==> src/rtl/ps2m_pkg.sv <==
// Package ps2m_pkg
// Shared constants and types for the PS/2 mouse decoder.
// Assumes the standard 11-bit device-to-host frame.
package ps2m_pkg;

    localparam int FRAME_BITS = 11;
    localparam int BYTE_W     = 8;
    localparam int DELTA_W    = BYTE_W + 1;

    // Status byte bit positions (decoded by the report assembler)
    localparam int ST_LEFT   = 0;
    localparam int ST_RIGHT  = 1;
    localparam int ST_MIDDLE = 2;
    localparam int ST_ONE    = 3;
    localparam int ST_XSIGN  = 4;
    localparam int ST_YSIGN  = 5;
    localparam int ST_XOVF   = 6;
    localparam int ST_YOVF   = 7;

    typedef logic [BYTE_W-1:0] byte_t;

    typedef enum logic [1:0] {
        SLOT_STATUS = 2'd0,
        SLOT_X      = 2'd1,
        SLOT_Y      = 2'd2
    } slot_e;

endpackage

==> src/rtl/ps2m_line_filter.sv <==
// Module ps2m_line_filter
// Brings one asynchronous line into the clk domain through two flops and
// then debounces it. The output follows the input only after the input has
// differed from the output for FILTER_CYCLES consecutive clocks.
// Assumes the line idles high (reset value 1).
module ps2m_line_filter #(
    parameter int FILTER_CYCLES = 8
) (
    input  logic clk,
    input  logic rst_n,
    input  logic line_in,
    output logic line_out
);
    localparam int CW = $clog2(FILTER_CYCLES + 1);
    localparam logic [CW-1:0] CNT_LAST = CW'(FILTER_CYCLES - 1);

    logic       meta_q;
    logic       sync_q;
    logic [CW-1:0] diff_cnt;

    // Two-flop synchroniser for the asynchronous line
    always_ff @(posedge clk) begin
        if (!rst_n) begin
            meta_q <= 1'b1;
            sync_q <= 1'b1;
        end else begin
            meta_q <= line_in;
            sync_q <= meta_q;
        end
    end

    // Count consecutive differing samples and flip the output once enough are seen
    always_ff @(posedge clk) begin
        if (!rst_n) begin
            diff_cnt <= '0;
            line_out <= 1'b1;
        end else if (sync_q == line_out) begin
            diff_cnt <= '0;
        end else if (diff_cnt == CNT_LAST) begin
            diff_cnt <= '0;
            line_out <= sync_q;
        end else begin
            diff_cnt <= diff_cnt + 1'b1;
        end
    end

    // the filtered level only moves after a run of differing synchronised samples
    a_r9_filtered_needs_run: assert property (@(posedge clk) disable iff (!rst_n)
        (line_out != $past(line_out)) |-> ($past(sync_q) != $past(line_out)));

endmodule

==> src/rtl/ps2m_frame_rx.sv <==
// Module ps2m_frame_rx
// Shifts in 11-bit PS/2 frames on falling edges of the filtered clock and
// checks start, odd parity and stop. It pulses byte_ok with the data byte or
// byte_err for a bad frame. It also pulses frame_abort when the clock stalls
// inside a frame for TIMEOUT_CYCLES system clocks.
// Assumes clean, already synchronised line levels.
module ps2m_frame_rx
    import ps2m_pkg::*;
#(
    parameter int TIMEOUT_CYCLES = 5000
) (
    input  logic  clk,
    input  logic  rst_n,
    input  logic  bus_clk,
    input  logic  bus_dat,
    output logic  byte_ok,
    output logic  byte_err,
    output logic  frame_abort,
    output byte_t byte_data
);
    localparam int TW = $clog2(TIMEOUT_CYCLES + 1);
    localparam logic [TW-1:0] IDLE_LAST = TW'(TIMEOUT_CYCLES - 1);
    localparam logic [3:0]    BIT_LAST  = 4'(FRAME_BITS - 1);

    logic                  clk_prev;
    logic                  clk_fall;
    logic [3:0]            bit_cnt;
    logic [FRAME_BITS-2:0] shreg;
    logic [TW-1:0]         idle_cnt;
    logic                  start_ok;
    logic                  parity_ok;

    // Remember the previous clock level for falling-edge detection
    always_ff @(posedge clk) begin
        if (!rst_n) clk_prev <= 1'b1;
        else        clk_prev <= bus_clk;
    end

    assign clk_fall  = clk_prev & ~bus_clk;
    assign start_ok  = ~shreg[0];
    assign parity_ok = ^shreg[FRAME_BITS-2:1];

    // Frame shifter, checker and stall timeout
    always_ff @(posedge clk) begin
        if (!rst_n) begin
            bit_cnt     <= '0;
            shreg       <= '0;
            idle_cnt    <= '0;
            byte_ok     <= 1'b0;
            byte_err    <= 1'b0;
            frame_abort <= 1'b0;
            byte_data   <= '0;
        end else begin
            byte_ok     <= 1'b0;
            byte_err    <= 1'b0;
            frame_abort <= 1'b0;
            if (clk_fall) begin
                idle_cnt <= '0;
                if (bit_cnt == BIT_LAST) begin
                    bit_cnt <= '0;
                    if (start_ok && parity_ok && bus_dat) begin
                        byte_ok   <= 1'b1;
                        byte_data <= shreg[BYTE_W:1];
                    end else begin
                        byte_err  <= 1'b1;
                    end
                end else begin
                    bit_cnt <= bit_cnt + 1'b1;
                    shreg   <= {bus_dat, shreg[FRAME_BITS-2:1]};
                end
            end else if (bit_cnt != '0) begin
                if (idle_cnt == IDLE_LAST) begin
                    frame_abort <= 1'b1;
                    bit_cnt     <= '0;
                    idle_cnt    <= '0;
                end else begin
                    idle_cnt <= idle_cnt + 1'b1;
                end
            end else begin
                idle_cnt <= '0;
            end
        end
    end

    // a frame ends either good or bad, never both
    a_r2_ok_err_exclusive: assert property (@(posedge clk) disable iff (!rst_n)
        !(byte_ok && byte_err));

    // an abort leaves the receiver waiting for a new start bit
    a_r8_abort_clears_frame: assert property (@(posedge clk) disable iff (!rst_n)
        frame_abort |-> (bit_cnt == '0));

    // no stall abort while no frame is in progress
    a_r8_no_abort_when_idle: assert property (@(posedge clk) disable iff (!rst_n)
        (bit_cnt == '0 && !clk_fall) |=> !frame_abort);

endmodule

==> src/rtl/ps2m_packet_asm.sv <==
// Module ps2m_packet_asm
// Groups accepted bytes into status/X/Y reports, rebuilds the signed deltas
// and holds the outputs between reports. Any frame fault or a status byte
// without its always-one bit sends it back to the status slot.
// Assumes byte_ok, byte_err and frame_abort are single-cycle and exclusive.
module ps2m_packet_asm
    import ps2m_pkg::*;
(
    input  logic               clk,
    input  logic               rst_n,
    input  logic               byte_ok,
    input  logic               byte_err,
    input  logic               frame_abort,
    input  byte_t              byte_data,
    output logic               packet_valid,
    output logic               btn_left,
    output logic               btn_right,
    output logic               btn_middle,
    output logic [DELTA_W-1:0] x_delta,
    output logic [DELTA_W-1:0] y_delta,
    output logic               x_overflow,
    output logic               y_overflow
);
    slot_e slot;
    byte_t status_q;
    byte_t x_q;

    // Report slot sequencing, byte capture and output update
    always_ff @(posedge clk) begin
        if (!rst_n) begin
            slot         <= SLOT_STATUS;
            status_q     <= '0;
            x_q          <= '0;
            packet_valid <= 1'b0;
            btn_left     <= 1'b0;
            btn_right    <= 1'b0;
            btn_middle   <= 1'b0;
            x_delta      <= '0;
            y_delta      <= '0;
            x_overflow   <= 1'b0;
            y_overflow   <= 1'b0;
        end else begin
            packet_valid <= 1'b0;
            if (byte_err || frame_abort) begin
                slot <= SLOT_STATUS;
            end else if (byte_ok) begin
                unique case (slot)
                    SLOT_STATUS: begin
                        if (byte_data[ST_ONE]) begin
                            status_q <= byte_data;
                            slot     <= SLOT_X;
                        end
                    end
                    SLOT_X: begin
                        x_q  <= byte_data;
                        slot <= SLOT_Y;
                    end
                    SLOT_Y: begin
                        packet_valid <= 1'b1;
                        btn_left     <= status_q[ST_LEFT];
                        btn_right    <= status_q[ST_RIGHT];
                        btn_middle   <= status_q[ST_MIDDLE];
                        x_overflow   <= status_q[ST_XOVF];
                        y_overflow   <= status_q[ST_YOVF];
                        x_delta      <= {status_q[ST_XSIGN], x_q};
                        y_delta      <= {status_q[ST_YSIGN], byte_data};
                        slot         <= SLOT_STATUS;
                    end
                    default: slot <= SLOT_STATUS;
                endcase
            end
        end
    end

    // the report strobe never lasts two cycles
    a_r5_single_pulse: assert property (@(posedge clk) disable iff (!rst_n)
        packet_valid |=> !packet_valid);

    // a report only follows a byte accepted in the Y slot
    a_r5_valid_after_y: assert property (@(posedge clk) disable iff (!rst_n)
        packet_valid |-> ($past(slot) == SLOT_Y && $past(byte_ok)));

    // report outputs hold between strobes
    a_r5_outputs_hold: assert property (@(posedge clk) disable iff (!rst_n)
        !packet_valid |=> (packet_valid || $stable(x_delta)));

    // a status byte lacking its always-one bit is dropped
    a_r6_bad_status_dropped: assert property (@(posedge clk) disable iff (!rst_n)
        (byte_ok && slot == SLOT_STATUS && !byte_data[ST_ONE]) |=>
        (slot == SLOT_STATUS && !packet_valid));

    // any frame fault restarts report framing
    a_r7_fault_restarts: assert property (@(posedge clk) disable iff (!rst_n)
        (byte_err || frame_abort) |=> (slot == SLOT_STATUS));

endmodule

==> src/rtl/ps2_mouse_decoder.sv <==
// Module ps2_mouse_decoder
// Top level: line filters for both PS/2 wires, the frame receiver and the
// report assembler. Receive only; the bus is never driven.
// Assumes CLK_FREQ_HZ is a multiple of 1 MHz.
module ps2_mouse_decoder
    import ps2m_pkg::*;
#(
    parameter int CLK_FREQ_HZ     = 50_000_000,
    parameter int IDLE_TIMEOUT_US = 100,
    parameter int FILTER_CYCLES   = 8
) (
    input  logic               clk,
    input  logic               rst_n,
    input  logic               ps2_clk_in,
    input  logic               ps2_data_in,
    output logic               packet_valid,
    output logic               btn_left,
    output logic               btn_right,
    output logic               btn_middle,
    output logic [DELTA_W-1:0] x_delta,
    output logic [DELTA_W-1:0] y_delta,
    output logic               x_overflow,
    output logic               y_overflow
);
    localparam int CYC_PER_US     = CLK_FREQ_HZ / 1_000_000;
    localparam int TIMEOUT_CYCLES = CYC_PER_US * IDLE_TIMEOUT_US;
    localparam int N_LINES        = 2;

    logic [N_LINES-1:0] raw_lines;
    logic [N_LINES-1:0] clean_lines;
    logic               rx_ok;
    logic               rx_err;
    logic               rx_abort;
    byte_t              rx_byte;

    assign raw_lines = {ps2_data_in, ps2_clk_in};

    // One filter per bus wire (index 0 clock, index 1 data)
    for (genvar g = 0; g < N_LINES; g++) begin : g_line
        ps2m_line_filter #(
            .FILTER_CYCLES(FILTER_CYCLES)
        ) i_filter (
            .clk     (clk),
            .rst_n   (rst_n),
            .line_in (raw_lines[g]),
            .line_out(clean_lines[g])
        );
    end

    ps2m_frame_rx #(
        .TIMEOUT_CYCLES(TIMEOUT_CYCLES)
    ) i_frame_rx (
        .clk        (clk),
        .rst_n      (rst_n),
        .bus_clk    (clean_lines[0]),
        .bus_dat    (clean_lines[1]),
        .byte_ok    (rx_ok),
        .byte_err   (rx_err),
        .frame_abort(rx_abort),
        .byte_data  (rx_byte)
    );

    ps2m_packet_asm i_packet_asm (
        .clk         (clk),
        .rst_n       (rst_n),
        .byte_ok     (rx_ok),
        .byte_err    (rx_err),
        .frame_abort (rx_abort),
        .byte_data   (rx_byte),
        .packet_valid(packet_valid),
        .btn_left    (btn_left),
        .btn_right   (btn_right),
        .btn_middle  (btn_middle),
        .x_delta     (x_delta),
        .y_delta     (y_delta),
        .x_overflow  (x_overflow),
        .y_overflow  (y_overflow)
    );

    // the delta sign bits come from the status byte, so each must match the stored report
    a_r4_sign_from_status: assert property (@(posedge clk) disable iff (!rst_n)
        packet_valid |-> (x_delta[DELTA_W-1] == $past(i_packet_asm.status_q[ST_XSIGN])));

endmodule

==> config.mk <==
export PLATFORM = sky130hd
export DESIGN_NAME = ps2_mouse_decoder
export DESIGN_NICKNAME = d
export VERILOG_FILES = /design/src/rtl/ps2m_pkg.sv /design/src/rtl/ps2m_line_filter.sv /design/src/rtl/ps2m_frame_rx.sv /design/src/rtl/ps2m_packet_asm.sv /design/src/rtl/ps2_mouse_decoder.sv
export SDC_FILE = /design/constraint.sdc
export NUM_CORES = 1
export LEC_CHECK = 0
export BUFFER_PORTS_ARGS = -buffer_cell sky130_fd_sc_hd__clkbuf_2
export CAP_MARGIN = 20
export CORE_ASPECT_RATIO = 1.4
export CORE_MARGIN = 2
export CORE_UTILIZATION = 40
export CTS_CLUSTER_DIAMETER = 100
export DETAILED_ROUTE_END_ITERATION = 6
export MAX_ROUTING_LAYER = met4
export PLACE_DENSITY = 0.59
export SETUP_SLACK_MARGIN = 0.15
export SLEW_MARGIN = 20
export SYNTH_ARGS = -nofsm -noshare
export SYNTH_HDL_FRONTEND = slang
export SYNTH_SLANG_ARGS = --single-unit
==> constraint.sdc <==
create_clock -name clk -period 1.9 [get_ports clk]
set_input_delay 0.095 -clock clk [delete_from_list [all_inputs] [get_ports clk]]
set_output_delay 0.095 -clock clk [all_outputs]
set_load 0.05 [all_outputs]
* Word-level counts from Yosys, hierarchy flattened
Index checks and enable logic that the tools add are counted.
Word-level totals: register bits after elaboration 95, output and inout bits 24, logic and storage cells 84
Operators by class: add/sub/neg operators 4, equality and inequality tests 9, multiplexer cells 10, bitwise logic cells 10, reduce and logical (&&, ||, !) cells 24
Operator list (number):
- $mux W4 | 4
- $add A13 B1 Y13 const B | 1
- $eq A13 B13 Y1 const B | 1
- $add A4 B1 Y4 const B | 3
- $reduce_and A3 Y1 | 4
- $reduce_or A3 Y1 | 4
- $reduce_and A2 Y1 | 5
- $not A1 Y1 | 9
- $reduce_xor A9 Y1 | 1
- $eq A4 B3 Y1 const B | 2
- $eq A4 B4 Y1 const B | 1
- $mux W1 | 4
- $pmux W2 S2 | 1
- $reduce_and A4 Y1 | 1
- $reduce_bool A2 Y1 | 2
- $reduce_bool A4 Y1 | 1
- $reduce_or A4 Y1 | 1
- $eq A1 B1 Y1 | 2
- $eq A2 B1 Y1 const B | 1
- $eq A2 B2 Y1 const B | 1
- $logic_and A1 B1 Y1 | 2
- $logic_not A2 Y1 | 1
- $mux W2 | 1
- $ne A2 B2 Y1 const B | 1
- 3 further kinds | 3

* Longest topological paths before layout
depth in word-level cells 4, gate-level depth with buffers 8, depth with buffers taken out 7

* By module
From an unflattened synthesis, not the netlist that was laid out.
Second synthesis, totals: cells, all modules 386, area total of the unflattened synthesis 3761.1 um^2
By module, submodules not included:
- ps2m_frame_rx | times used 1, cells an instance 194, area an instance 1737.9 um^2, seq. area each 780.7 um^2
- ps2m_packet_asm | times used 1, cells an instance 146, area an instance 1532.7 um^2, seq. area each 820.8 um^2
- ps2m_line_filter | times used 2, cells an instance 23, area an instance 245.2 um^2, seq. area each 140.1 um^2

* Worst setup path before layout
No wires, ideal clock.
path kind register to register, start point reg i_frame_rx.shreg[5], end point reg i_frame_rx.byte_data[0], library setup time 0.072 ns, data arrival time 1.670 ns, required time 1.828 ns, slack 0.159 ns, cell stages (with the launch flop) 7, period minus slack after synthesis 1.741 ns, path through dfxtp_1 > xor2_1 > xnor3_1 > xnor2_1 > nor4bb_1 > buf_4 > mux2i_1
Between the ends: word-level cells in the longest chain between the ends 4
Ends and longest elaborated chain:
- from (decl) | line ps2m_frame_rx.sv:28 | logic [FRAME_BITS-2:0] shreg;
- from (signal assigned) | line ps2m_frame_rx.sv:69 | shreg <= {bus_dat, shreg[FRAME_BITS-2:1]};
- $reduce_xor A9 Y1 | line ps2m_frame_rx.sv:41 | assign parity_ok = ^shreg[FRAME_BITS-2:1];
- $logic_and A1 B1 Y1 (2 in a row) | line ps2m_frame_rx.sv:61 | if (start_ok && parity_ok && bus_dat) begin
- $reduce_and A3 Y1 (no line)
- to (signal assigned) | line ps2m_frame_rx.sv:63 | byte_data <= shreg[BYTE_W:1];
- to (decl) | line ps2m_frame_rx.sv:19 | output byte_t byte_data
No other way between the ends. A chain may end at the register's enable or synchronous reset.

* Worst setup path after layout
start point reg i_frame_rx.shreg[6], end point reg i_frame_rx.byte_data[0]
The elaborated chain is that of the path after synthesis.

==> metrics.md <==
| Metric | Value |
|---|---|
| Clock Tree Buf Depth | 2 |
| Worst-path clk slew | 70 ps |
| PD cells | 846.7 nW/µm² |
| Synth async-reset ratio | 0% |
| Hold path depth | 3 |
| Layout area overhead | 16.82% |
| Drt pass-1 iters | 4 |
| Netlist Area Pre-Place | 3727 µm² |
| Final Cell Area | 4354 µm² |
| GRT overflow | 0 |
| Max Cap Viol | 0 |
| Worst Skew | 7.068 ps |
| First-pass GRT wire length | 10.97 mm |
| Slew Limit Fails | 0 |
| Slew HR | 67.12% |
| Clk sinks | 94 |
| DPL Wire Length | 4.420 mm |
| Number of distinct library cells after synthesis | 36 |
| Num CTS Buffers | 9 |
| TritonCTS clock tree | yes |
| Non-Filler Instances | 539 |
| Register bit count reported by yosys | 94 |
| Core area | 9029 µm² |
| Crit path max fanout | 8 |
| Leakage power | 1.742 nW |
| Total Wirelength | 6.548 mm |
| Post-synthesis sequential area ratio | 50.49% |
| Period minus WS final | 1855 ps |
| CP Class | reg2reg |
| Pre-CTS WS | 73.55 ps |
| Port bufs | 27 |
| Final worst path period share | 97.63% |
| Slew @ Worst Pin | 489.4 ps |
| DR iter-0 viols | 77 |
| Wire length per cell | 12.15 µm |
| Drt drc | 0 |
| H-tree depth | 3 |
| Top post-synthesis cells by area | dfxtp_1 (50%), mux2i_1 (9.4%), nand2_1 (7.6%) |
| Drt via density | 4.816 |
| PnR worst setup slack | 45.09 ps |
| CP Data Required Time | 2170 ps |
| Hold Fails Final Rpt | 0 |
| Diode count | 0 |
| Synth cell count leaders | dfxtp_1 (94), nand2_1 (75), mux2i_1 (35) |
| FMAX | 539.1 MHz |
| Initial core utilization | 41.28% |
| Critical Path AT | 2130 ps |
| Pin count of the biggest net entering global routing | 52 |
| Clock latency on the worst-skew pair | 340 ps |
| R2R depth | 6 |
| Die Area | 10120 µm² |
| Initial antenna violation count | 0 |
| ANT nets after route | 0 |
| Post-synth EDFFs | 0 |
| Total track usage | 14.10% |
| Warnings, synthesis | 0 |
| Layout Nets | 437 |
| Status | completed |
| Placed instance count | 519 |
| Die Height | 118.2 µm |
| Setup crit end kind | flop |
| Most common cell in the netlist | dfxtp_1 |
| Chip Width | 85.59 µm |
| Hold_ws | 29.53 ps |
| Vias in the first global route | 2418 |
| Fraction of final layout cells sized beyond drive strength 1 | 15.97% |
| Fillers | 877 |
| Row count | 41 |
| Yosys top cell area share | 50.49% |
| Placed cell areas | 3996 µm² |
| Num ports | 28 |
| Mapped Cells | 394 |
| Worst setup SP type | flop |
| Area leader, netlist | dfxtp_1 |
| Ys flop type | dfxtp_1 |
| Final setup viols | 0 |
| Final Wtd Congestion | 0.7354 |
| Clk root buf | clkbuf_16 |
| RSZ-0062 raised after global routing | true |
| HP Class | in2reg |
| Syn Nets | 404 |
| Syn avg cell area | 9.460 µm² |
| Setup tns final | 0 ps |
| Maximum vdd drop | 0.5188 mV |
| Total number of vias | 2596 |
## cell type report
class | count | area [µm²] | area share [%]
flip-flops and latches | 94 | 1891 | 43.42
multi-input cells | 275 | 1787 | 41.03
repair buffers | 40 | 241.5 | 5.546
clock buffers | 9 | 225.2 | 5.172
well taps | 107 | 133.9 | 3.075
clock inverters | 7 | 50.05 | 1.149
inverters | 7 | 26.28 | 0.6034
## kinds of logic (layout without fill, tap and decap cells)
logic type               after synthesis  in the layout  synth area share [%]
flip-flops                            94             94                 50.49
AND/OR/NAND/NOR                      176            176                 22.39
AO/OA/AOI/OAI                         33             33                 6.210
multiplexers                          36             36                 9.701
XOR/XNOR                              24             24                 6.512
adder cells (fa/ha/maj)                6              6                 2.014
buffers and inverters                 25             63                 2.686
## worst max-delay path, stage by stage, from the launching register on
cell,delay [ps]
dfxtp_4,360
xnor2_2,140
xnor3_1,450
xnor2_2,160
nor4bb_2,250
buf_4,230
mux2i_1,200
## registers in the layout, summed over array words and instances (netlist names)
register,cells
i_packet_asm.slot,2
g_line.i_filter.sync_q,2
g_line.i_filter.meta_q,2
i_packet_asm.y_overflow,1
i_frame_rx.clk_prev,1
i_packet_asm.packet_valid,1
g_line.i_filter.line_out,2
i_frame_rx.idle_cnt,13
g_line.i_filter.diff_cnt,8
i_frame_rx.byte_data,8
i_packet_asm.x_q,8
i_packet_asm.y_delta,9
i_packet_asm.x_delta,9
i_packet_asm.x_overflow,1
i_frame_rx.byte_err,1
i_packet_asm.status_q,7
i_packet_asm.btn_left,1
i_packet_asm.btn_right,1
i_frame_rx.bit_cnt,4
i_frame_rx.byte_ok,1
i_frame_rx.shreg,10
i_frame_rx.frame_abort,1
i_packet_asm.btn_middle,1
## final timing paths
| check | to | slack (ps) | from |
|---|---|---|---|
| min reg2reg | g_line[1].i_filter.sync_q | 410 | g_line[1].i_filter.meta_q |
| min | i_frame_rx.frame_abort | 30 | rst_n |
| max reg2reg | i_frame_rx.byte_data[0] | 50 | i_frame_rx.shreg[6] |
| max | i_frame_rx.byte_data[0] | 50 | i_frame_rx.shreg[6] |
## placed cells by master, fill, tap and decap left out, types with 2 or more instances in the layout
master | Yosys | routed
a21boi_1 | 4 | 4
clkbuf_2 | 0 | 27
and3_1 | 8 | 8
clkinv_2 | 0 | 3
nand3_1 | 11 | 11
nor2_1 | 30 | 30
nor3_1 | 5 | 4
inv_1 | 7 | 7
a21oi_1 | 3 | 3
dfxtp_1 | 94 | 89
mux2i_1 | 35 | 35
xnor2_2 | 0 | 2
clkbuf_16 | 0 | 9
nand3b_1 | 2 | 2
nand2b_1 | 5 | 5
dfxtp_2 | 0 | 4
nand2_1 | 75 | 75
dlygate4sd3_1 | 0 | 2
xnor2_1 | 9 | 7
ha_1 | 6 | 6
buf_4 | 1 | 10
o21ai_0 | 2 | 2
a21boi_0 | 21 | 21
nand4_1 | 2 | 2
nor2b_1 | 31 | 31
xor2_1 | 13 | 13
clkinv_4 | 0 | 3
## routing by layer
layer,vias to the layer above,part of all wire (%),track usage (%)
met3,10,2.9,4.469
met1,1197,47,16.41
met4,0,2.1,6.548
met5,-,0,-
li1,1360,-,-
met2,29,48,21.97
## power by group
group / switching [mW] / internal, mW / leakage (nW)
Combinational: 0.0268 / 0.0251 / 0.842
Sequential: 0.00240 / 1.97 / 0.761
Clock: 0.769 / 0.891 / 0.140
Total: 0.798 / 2.89 / 1.74
## what timing repair did
item / 4_1_cts / 5_1_grt
resized for setup: 4 / 9
hold buffers: 2 / 0
setup endpoints to repair: 8 / 15
hold endpoints to repair: 2 / 0
pin swaps: 2 / 4
buffers inserted: 1 / 1
gates cloned: 0 / 0
## stage by stage
stage / util [%] / power [mW]
floorplan: - / 2.060
global placement: 44.26 / 2.071
detailed placement: 44.26 / 2.072
CTS: 47.74 / 3.755
global route: 48.23 / 3.828
finish: 48.23 / 3.687
Power figures use the tool's default switching activity.
